`config.mk`:
```
export PLATFORM = sky130hd
export DESIGN_NAME = rr_intr_combiner
export DESIGN_NICKNAME = d
export VERILOG_FILES = /design/src/rtl/rr_irq_pkg.sv /design/src/rtl/rr_mask_regs.sv /design/src/rtl/rr_rotate_pick.sv /design/src/rtl/rr_casc_remap.sv /design/src/rtl/rr_intr_combiner.sv
export SDC_FILE = /design/constraint.sdc
export NUM_CORES = 1
export LEC_CHECK = 0
export BUFFER_PORTS_ARGS = -buffer_cell sky130_fd_sc_hd__buf_2
export CAP_MARGIN = 20
export CORE_ASPECT_RATIO = 1.4
export CORE_MARGIN = 2
export CORE_UTILIZATION = 55
export CTS_CLUSTER_SIZE = 12
export DETAILED_ROUTE_END_ITERATION = 12
export PLACE_DENSITY = 0.71
export SYNTH_ARGS = -nofsm -noshare
export SYNTH_HDL_FRONTEND = slang
export SYNTH_HIERARCHICAL = 1
export SYNTH_SLANG_ARGS = --single-unit
```
`constraint.sdc`:
```
create_clock -name clk -period 14.2 [get_ports clk]
set_input_delay 2.84 -clock clk [delete_from_list [all_inputs] [get_ports clk]]
set_output_delay 2.84 -clock clk [all_outputs]
set_load 0.01 [all_outputs]
```
`src/rtl/rr_irq_pkg.sv`:
```
package rr_irq_pkg;
  localparam int REG_W  = 32;
  localparam int ADDR_W = 3;

  typedef enum logic [ADDR_W-1:0] {
    ADR_STAT_LO = 3'd0,
    ADR_STAT_HI = 3'd1,
    ADR_MASK_LO = 3'd2,
    ADR_MASK_HI = 3'd3,
    ADR_BIT_SET = 3'd4,
    ADR_BIT_CLR = 3'd5
  } reg_addr_e;
endpackage

```
`src/rtl/rr_mask_regs.sv`:
```
module rr_mask_regs
  import rr_irq_pkg::*;
#(
  parameter int SRC_W = 64,
  localparam int IDX_W = $clog2(SRC_W),
  localparam int NWORD = SRC_W / REG_W
) (
  input  logic              clk,
  input  logic              rst,
  input  logic              wr,
  input  logic [ADDR_W-1:0] addr,
  input  logic [REG_W-1:0]  wdata,
  input  logic [SRC_W-1:0]  status,
  output logic [SRC_W-1:0]  mask,
  output logic [REG_W-1:0]  rdata
);
  logic [SRC_W-1:0] mask_q, mask_d;
  logic [REG_W-1:0] rd_q, rd_d;
  logic [IDX_W-1:0] bit_sel;

  assign bit_sel = wdata[IDX_W-1:0];

  always_comb begin
    mask_d = mask_q;
    if (wr) begin
      for (int w = 0; w < NWORD; w++) begin
        if (addr == ADDR_W'(ADR_MASK_LO + w))
          mask_d[w*REG_W +: REG_W] = wdata;
      end
      if (addr == ADR_BIT_SET) mask_d[bit_sel] = 1'b1;
      if (addr == ADR_BIT_CLR) mask_d[bit_sel] = 1'b0;
    end
  end

  always_comb begin
    rd_d = '0;
    for (int w = 0; w < NWORD; w++) begin
      if (addr == ADDR_W'(ADR_STAT_LO + w)) rd_d = status[w*REG_W +: REG_W];
      if (addr == ADDR_W'(ADR_MASK_LO + w)) rd_d = mask_q[w*REG_W +: REG_W];
    end
  end

  always_ff @(posedge clk) begin
    if (rst) begin
      mask_q <= '0;
      rd_q   <= '0;
    end else begin
      mask_q <= mask_d;
      rd_q   <= rd_d;
    end
  end

  assign mask  = mask_q;
  assign rdata = rd_q;
endmodule

```
`src/rtl/rr_rotate_pick.sv`:
```
module rr_rotate_pick #(
  parameter int SRC_W = 64,
  localparam int IDX_W = $clog2(SRC_W)
) (
  input  logic [SRC_W-1:0] pend,
  input  logic [IDX_W-1:0] start,
  output logic             found,
  output logic [IDX_W-1:0] pick
);
  logic [2*SRC_W-1:0] dbl;
  logic [SRC_W-1:0]   rot;
  logic [IDX_W-1:0]   off;

  assign dbl = {pend, pend} >> start;
  assign rot = dbl[SRC_W-1:0];

  // lowest set bit of the rotated vector = distance from the pointer
  always_comb begin
    off = '0;
    for (int i = SRC_W - 1; i >= 0; i--) begin
      if (rot[i]) off = IDX_W'(i);
    end
  end

  assign found = |pend;
  assign pick  = start + off;
endmodule

```
`src/rtl/rr_casc_remap.sv`:
```
module rr_casc_remap #(
  parameter int SRC_W   = 64,
  parameter bit CASC_EN = 1'b1,
  parameter int CASC_LO = 8,
  parameter int CASC_HI = 13,
  localparam int IDX_W = $clog2(SRC_W)
) (
  input  logic             valid,
  input  logic [IDX_W-1:0] sel,
  output logic             is_ext,
  output logic [IDX_W-1:0] ext_num
);
  localparam logic [IDX_W-1:0] LO = IDX_W'(CASC_LO);
  localparam logic [IDX_W-1:0] HI = IDX_W'(CASC_HI);

  generate
    if (CASC_EN) begin : g_casc
      logic in_win;
      assign in_win  = valid && (sel >= LO) && (sel <= HI);
      assign is_ext  = in_win;
      assign ext_num = in_win ? (sel - LO) : '0;
    end else begin : g_flat
      assign is_ext  = 1'b0;
      assign ext_num = '0;
    end
  endgenerate
endmodule

```
`src/rtl/rr_intr_combiner.sv`:
```
module rr_intr_combiner
  import rr_irq_pkg::*;
#(
  parameter int SRC_W   = 64,
  parameter bit CASC_EN = 1'b1,
  parameter int CASC_LO = 8,
  parameter int CASC_HI = 13,
  localparam int IDX_W = $clog2(SRC_W)
) (
  input  logic              clk,
  input  logic              rst,
  input  logic [SRC_W-1:0]  src_status,
  input  logic              reg_wr,
  input  logic [ADDR_W-1:0] reg_addr,
  input  logic [REG_W-1:0]  reg_wdata,
  output logic [REG_W-1:0]  reg_rdata,
  input  logic              serviced,
  output logic              irq_out,
  output logic              idx_valid,
  output logic [IDX_W-1:0]  idx,
  output logic              idx_is_ext,
  output logic [IDX_W-1:0]  ext_num
);
  logic [SRC_W-1:0] mask_q;
  logic [SRC_W-1:0] pend;
  logic [IDX_W-1:0] ptr_q;
  logic             irq_q;

  rr_mask_regs #(.SRC_W(SRC_W)) u_regs (
    .clk    (clk),
    .rst    (rst),
    .wr     (reg_wr),
    .addr   (reg_addr),
    .wdata  (reg_wdata),
    .status (src_status),
    .mask   (mask_q),
    .rdata  (reg_rdata)
  );

  assign pend = src_status & mask_q;

  rr_rotate_pick #(.SRC_W(SRC_W)) u_pick (
    .pend  (pend),
    .start (ptr_q),
    .found (idx_valid),
    .pick  (idx)
  );

  rr_casc_remap #(
    .SRC_W(SRC_W), .CASC_EN(CASC_EN), .CASC_LO(CASC_LO), .CASC_HI(CASC_HI)
  ) u_remap (
    .valid   (idx_valid),
    .sel     (idx),
    .is_ext  (idx_is_ext),
    .ext_num (ext_num)
  );

  always_ff @(posedge clk) begin
    if (rst) begin
      ptr_q <= '0;
      irq_q <= 1'b0;
    end else begin
      irq_q <= |pend;
      if (serviced && idx_valid) ptr_q <= idx + IDX_W'(1);
    end
  end

  assign irq_out = irq_q;
endmodule

```
# Word-level counts from Yosys, hierarchy flattened
# Cells that the tools add are included.
[classes]
n_addsub = 3
multipliers = 0
div_mod_pow = 0
order_cmp = 4
n_eq_ne = 5
n_shift = 1
muxes = 78
bitwise = 4
reduce_logical = 6
[ops]
columns = ["op", "count"]
rows = [
  ["6-bit 2-to-1 mux", 65],
  ["32-bit 2-to-1 mux", 8],
  ["64-bit 2-to-1 mux", 3],
  ["64-bit bitwise AND", 2],
  ["128-bit by 6-bit >> shifter with 64-bit output", 1],
  ["64-bit inverter", 1],
  ["64-bit bitwise OR", 1],
  ["64-bit OR reduction", 1],
  ["6-bit by 7-bit < comparator with 1-bit output, second input constant", 1],
  ["6-bit by 1-bit adder with 6-bit output, second input constant", 1],
  ["6-bit adder", 1],
  ["1-bit demux with 6-bit select", 1],
  ["3-bit by 2-bit == test with 1-bit output, second input constant", 2],
  ["3-bit == test, second input constant", 2],
  ["6-bit by 1-bit >= comparator with 1-bit output, second input constant", 1],
  ["6-bit by 4-bit >= comparator with 1-bit output, second input constant", 1],
  ["6-bit by 4-bit <= comparator with 1-bit output, second input constant", 1],
  ["6-bit by 4-bit subtractor with 6-bit output, second input constant", 1],
  ["1-bit logical AND", 4],
  ["3-bit by 1-bit == test with 1-bit output, second input constant", 1],
  ["3-bit logical NOT", 1],
  ["1-bit 2-to-1 mux", 1],
]
[totals]
regBits = 103
latchBits = 0
ramBits = 0
romBits = 0
in_bits = 103
output_inout_bits = 47
word_cells = 105
memories = 0

# Longest topological paths before layout
[depth]
ltp_word = 71
ltp_mapped = 24
ltp_nobuf = 20

# Cells and area by module
# The synthesis kept the hierarchy.
[modules_own_cells]
columns = ["module", "instances", "cells_each", "area_each_um2", "seq_area_each_um2"]
rows = [
  ["rr_rotate_pick", 1, 839, 8339.2, 0.0],
  ["rr_mask_regs", 1, 659, 5099.9, 1921.8],
  ["rr_intr_combiner", 1, 121, 884.6, 140.1],
  ["rr_casc_remap", 1, 14, 130.1, 0.0],
]

# Least setup slack after synthesis
# No wires, ideal clock.
[synth_path]
path_kind = "input-to-output"
startpoint = "input port src_status[60]"
endpoint = "output port ext_num[0]"
arrival_time_ps = 7488
t_required_ps = 11360
slack_ps = 3872
path_stages = 20
n_path_buf = 1
cell_sequence = "and2_1 clkbuf_1 mux4_2 mux4_2 a222oi_1 nand2_1 o2111a_1 a2111oi_0 nand2b_1 a311o_1 nand2_1 ha_1 a21o_1 a21oi_1 o21bai_1 a21oi_1 xnor2_1 xnor2_1 and4bb_1 and3_1"
[synth_between]
elab_chain_len = 71
word_cells_on_any_way = 74
classes_between = "2 x add/sub; 2 x order compare; 1 x shift; 65 x mux; 1 x bitwise; 3 x reduce/logical"
[synth_rtl]
columns = ["element", "line_no", "text"]
rows = [
  ["from (decl)", "rr_intr_combiner.sv:12", "input logic [SRC_W-1:0] src_status,"],
  ["64-bit bitwise AND (*)", "rr_intr_combiner.sv:40", "assign pend = src_status & mask_q;"],
  ["128-bit by 6-bit >> shifter with 64-bit output (*)", "rr_rotate_pick.sv:14", "assign dbl = {pend, pend} >> start;"],
  ["6-bit 2-to-1 mux (63 in a row)", "rr_rotate_pick.sv:21", "if (rot[i]) off = IDX_W'(i);"],
  ["6-bit 2-to-1 mux (*)", "rr_rotate_pick.sv:21", ""],
  ["6-bit adder (*)", "rr_rotate_pick.sv:26", "assign pick = start + off;"],
  ["net idx[5]", "rr_intr_combiner.sv:20", "output logic [IDX_W-1:0] idx,"],
  ["6-bit by 4-bit >= comparator with 1-bit output", "rr_casc_remap.sv:19", "assign in_win = valid && (sel >= LO) && (sel <= HI);"],
  ["1-bit logical AND", "rr_casc_remap.sv:19", ""],
  ["1-bit logical AND (*)", "rr_casc_remap.sv:19", ""],
  ["6-bit 2-to-1 mux (*)", "rr_casc_remap.sv:21", "assign ext_num = in_win ? (sel - LO) : '0;"],
  ["to (decl)", "rr_intr_combiner.sv:22", "output logic [IDX_W-1:0] ext_num"],
]
# The timed path passes the listed nets; every way through them passes the cells marked *.

# Final worst setup path
[layout_path]
startpoint = "input port src_status[46]"
endpoint = "output port ext_num[4]"
[layout_between]
elab_chain_len = 71
word_cells_on_any_way = 74
classes_between = "2 x add/sub; 2 x order compare; 1 x shift; 65 x mux; 1 x bitwise; 3 x reduce/logical"
[layout_rtl]
columns = ["element", "line_no", "text"]
rows = [
  ["64-bit bitwise AND (*)", "rr_intr_combiner.sv:40", ""],
  ["net pend[46]", "rr_intr_combiner.sv:25", "logic [SRC_W-1:0] pend;"],
  ["128-bit by 6-bit >> shifter with 64-bit output", "rr_rotate_pick.sv:14", ""],
  ["6-bit 2-to-1 mux (64 in a row)", "rr_rotate_pick.sv:21", ""],
  ["6-bit adder", "rr_rotate_pick.sv:26", ""],
  ["6-bit by 4-bit >= comparator with 1-bit output", "rr_casc_remap.sv:19", ""],
  ["1-bit logical AND (2 in a row)", "rr_casc_remap.sv:19", ""],
  ["6-bit 2-to-1 mux (*)", "rr_casc_remap.sv:21", ""],
]
# Marked as above.

==> flow_summary.json <==
{
  "cts_tree": "built",
  "final-max-slew-violation-count": 0,
  "period_minus_slack_ns": 11.86,
  "clk_path_buf_depth": 2,
  "grt_pass1_vias": 14968,
  "placed_area_um2": 15100,
  "post-dp-hpwl_mm": 46.9,
  "crit_path_max_fanout": 10,
  "postCtsHoldBufs": 0,
  "hold_viol_final": 0,
  "syn_to_final_growth_pct": 6.63,
  "syn-num-nets": 1744,
  "dr_total_vias": 15646,
  "vias_per_cell": 7.84,
  "die_area_um2": 27600,
  "p_leak_nw": 5.66,
  "maxCapViolCount": 0,
  "htree_num_levels": 3,
  "synth_edf_count": 0,
  "stdcell_area_um2": 15400,
  "overflow": 0,
  "fin_setup_tns_ns": 0,
  "ys_ff_latch": 103,
  "critPathKind": "input pin to output port",
  "first_pass_iters": 6,
  "num_rows": 70,
  "hold-worst-slack_ns": 0.521,
  "synth_area_um2": 14500,
  "cp-end-kind": "output port",
  "pre_cts_slack_ns": 2.83,
  "slowest_delay_ns": 0.69,
  "relSlewSlack_pct": 16.9,
  "max-vdd-ir-drop_mv": 0.152,
  "yosys_warnings": 6,
  "grt_pass1_wl_mm": 97.3,
  "crit_required_ns": 11.36,
  "finalSetupViolCount": 0,
  "grt_usage_pct": 47.4,
  "rsz0062_at_grt": "false",
  "fin_ws_ns": 2.34,
  "wl_per_cell_um": 33.0,
  "post-route-drc-count": 0,
  "nets": 1776,
  "drt-initial-drc-count": 2059,
  "core_um2": 26000,
  "start_kind": "input pin",
  "reg2reg_slack_ns": 6.91,
  "cp.arrival_ns": 9.02,
  "grt_max_degree": 74,
  "synthArstFlopShare_pct": 0,
  "synthTopCellsByArea": "mux4_2 (25%), dfxtp_1 (14%), mux2i_1 (6.9%)",
  "syn_avg_cell_area_um2": 8.85,
  "crit_family": "compound AO/OA/AOI/OAI gates",
  "synth_top_area_share_pct": 24.6,
  "ios": 150,
  "grt_antenna_before_repair": 4,
  "holdCritPathClass": "register to register",
  "fin_skew_ns": 0.0134,
  "postCtsSetupRepairBufs": 0,
  "status": "finished clean",
  "synth-seq-area-share_pct": 14.3,
  "cts-root-buf": "clkbuf_16",
  "drive_gt1_share_pct": 27.2,
  "power_density_nw_per_um2": 152,
  "synth_most_common_cell": "nor2_1",
  "crit_buf_inv": 3,
  "io_buffers": 148,
  "ant_nets": 0,
  "worstMarginPinSlew_ns": 1.23,
  "netlist.top_cell.by_area": "mux4_2",
  "total_power_w": 0.00234,
  "routabilityCongestion": 1.06,
  "cp_cell_sequence": "buf_2 -> and2_1 -> mux4_2 -> mux2i_1 -> o22ai_1 -> a211o_1 -> or3_1 -> o31ai_1 -> nand2_1 -> a2111oi_0 -> o2111a_1 -> o41ai_1 -> ha_1 -> fa_1 -> a21o_1 -> a21oi_1 -> xnor2_1 -> inv_1 -> ha_1 -> nor3b_2 -> buf_2",
  "postSynthCellCount": 1633,
  "finalCritPeriodShare_pct": 83.5,
  "initial_core_util_pct": 55.6,
  "synth.distinct_cells": 84,
  "die_w_um": 141,
  "synth_common_cells": "nor2_1 (227), mux4_2 (158), nand2_1 (153)",
  "clock_latency_ns": 0.38,
  "cts_resized": 0,
  "clock_sinks": 103,
  "fp.dieH_um": 196,
  "cp_slowest_cell": "a2111oi_0",
  "fmax_mhz": 84.3,
  "drt_wl_total_mm": 65.8,
  "cts.clk_slew.worst_paths_ns": 0.08,
  "synth_ff_type": "dfxtp_1",
  "numCtsBuffers": 9
}
-- power by group --
group	switching, W	total, W	internal [W]	leakage (nW)
logic	0.000999	0.00169	0.000692	4.68
clock network	0.000121	0.000258	0.000136	0.142
registers	0.0000812	0.000391	0.000310	0.844
-- area by class of cell --
cell class	instances	area [µm²]
diodes	1	2.50
clock buffers	10	229
clock inverters	6	60.1
fillers	2300	10600
inverters	12	45.0
multi-input cells	1366	11700
flip-flops and latches	103	2080
well taps	324	405
repair buffers	173	928
-- kinds of logic (layout without fill, tap and decap cells) --
kind of cell,Yosys count,count (layout),synth area share [%]
DFF,103,103,14.3
xor gates and xnor gates,9,9,0.545
buffers and inverters,164,201,5.27
AOI/OAI and AO/OA,377,377,20.1
adders and majority gates,8,8,0.744
muxes,328,328,37.0
other,1,2,0.0259
and+or+nand+nor,643,643,22.0
-- path summary, 6_finish.rpt --
check	from	depth (start not counted)	endpoint
min	u_regs/mask[50]	1	u_regs/mask[50]
max reg2reg	ptr_q[1]	19	ptr_q[5]
min reg2reg	u_regs/mask[50]	1	u_regs/mask[50]
max	src_status[46]	21	ext_num[4]
-- worst register-to-register path, cell delays in order, from the launching register on --
cell and delay (ns):
dfxtp_4 0.95, buf_4 0.83, inv_1 0.13, buf_4 0.28, mux2i_1 0.68, o22ai_1 0.23, a211o_1 0.30, or3_1 0.36
o31ai_1 0.09, nand2_1 0.19, a2111oi_0 0.69, o2111a_1 0.36, o41ai_1 0.15, ha_1 0.25, fa_1 0.43, xor2_1 0.55
nand3_1 0.21, nor2_1 0.17, xnor2_1 0.09, a211oi_1 0.26
-- metrics by stage --
stage,utilization [%],instances
after floorplan,-,1633
after global placement,58.0,1975
after detailed placement,58.0,1976
after CTS,59.2,1992
after global routing,59.2,1994
final,59.2,1995
-- sequential cells by signal (all words and copies together) (netlist names) --
name          cells
irq_out           1
u_regs/mask      64
ptr_q             6
u_regs/rdata     32
-- layer usage --
layer  GRT usage [%]  vias to the layer above  part of all wire (%)
met3            14.9                      428                    11
met2            74.5                     1264                    46
met5               0                        -                 0.052
li1                -                     6495                     -
met4            42.0                        4                    11
met1            51.2                     7455                    31
-- placed cells by master, fill, tap and decap left out, types with 10 or more instances in the layout --
cell	count
a211oi_1	42
a21oi_1	21
a22oi_1	13
a32o_1	65
and2_1	73
buf_2	148
buf_4	23
dfxtp_1	97
mux2_2	71
mux2i_1	99
mux4_2	158
nand2_1	153
nand2b_1	15
nand3_1	17
nor2_1	225
nor2b_1	43
nor3_1	13
nor4_1	18
o211ai_1	12
o21ai_0	25
o221ai_1	39
o22ai_1	77
o31ai_1	10
or4_1	14
Note: power is estimated with default switching activity, not from simulation.
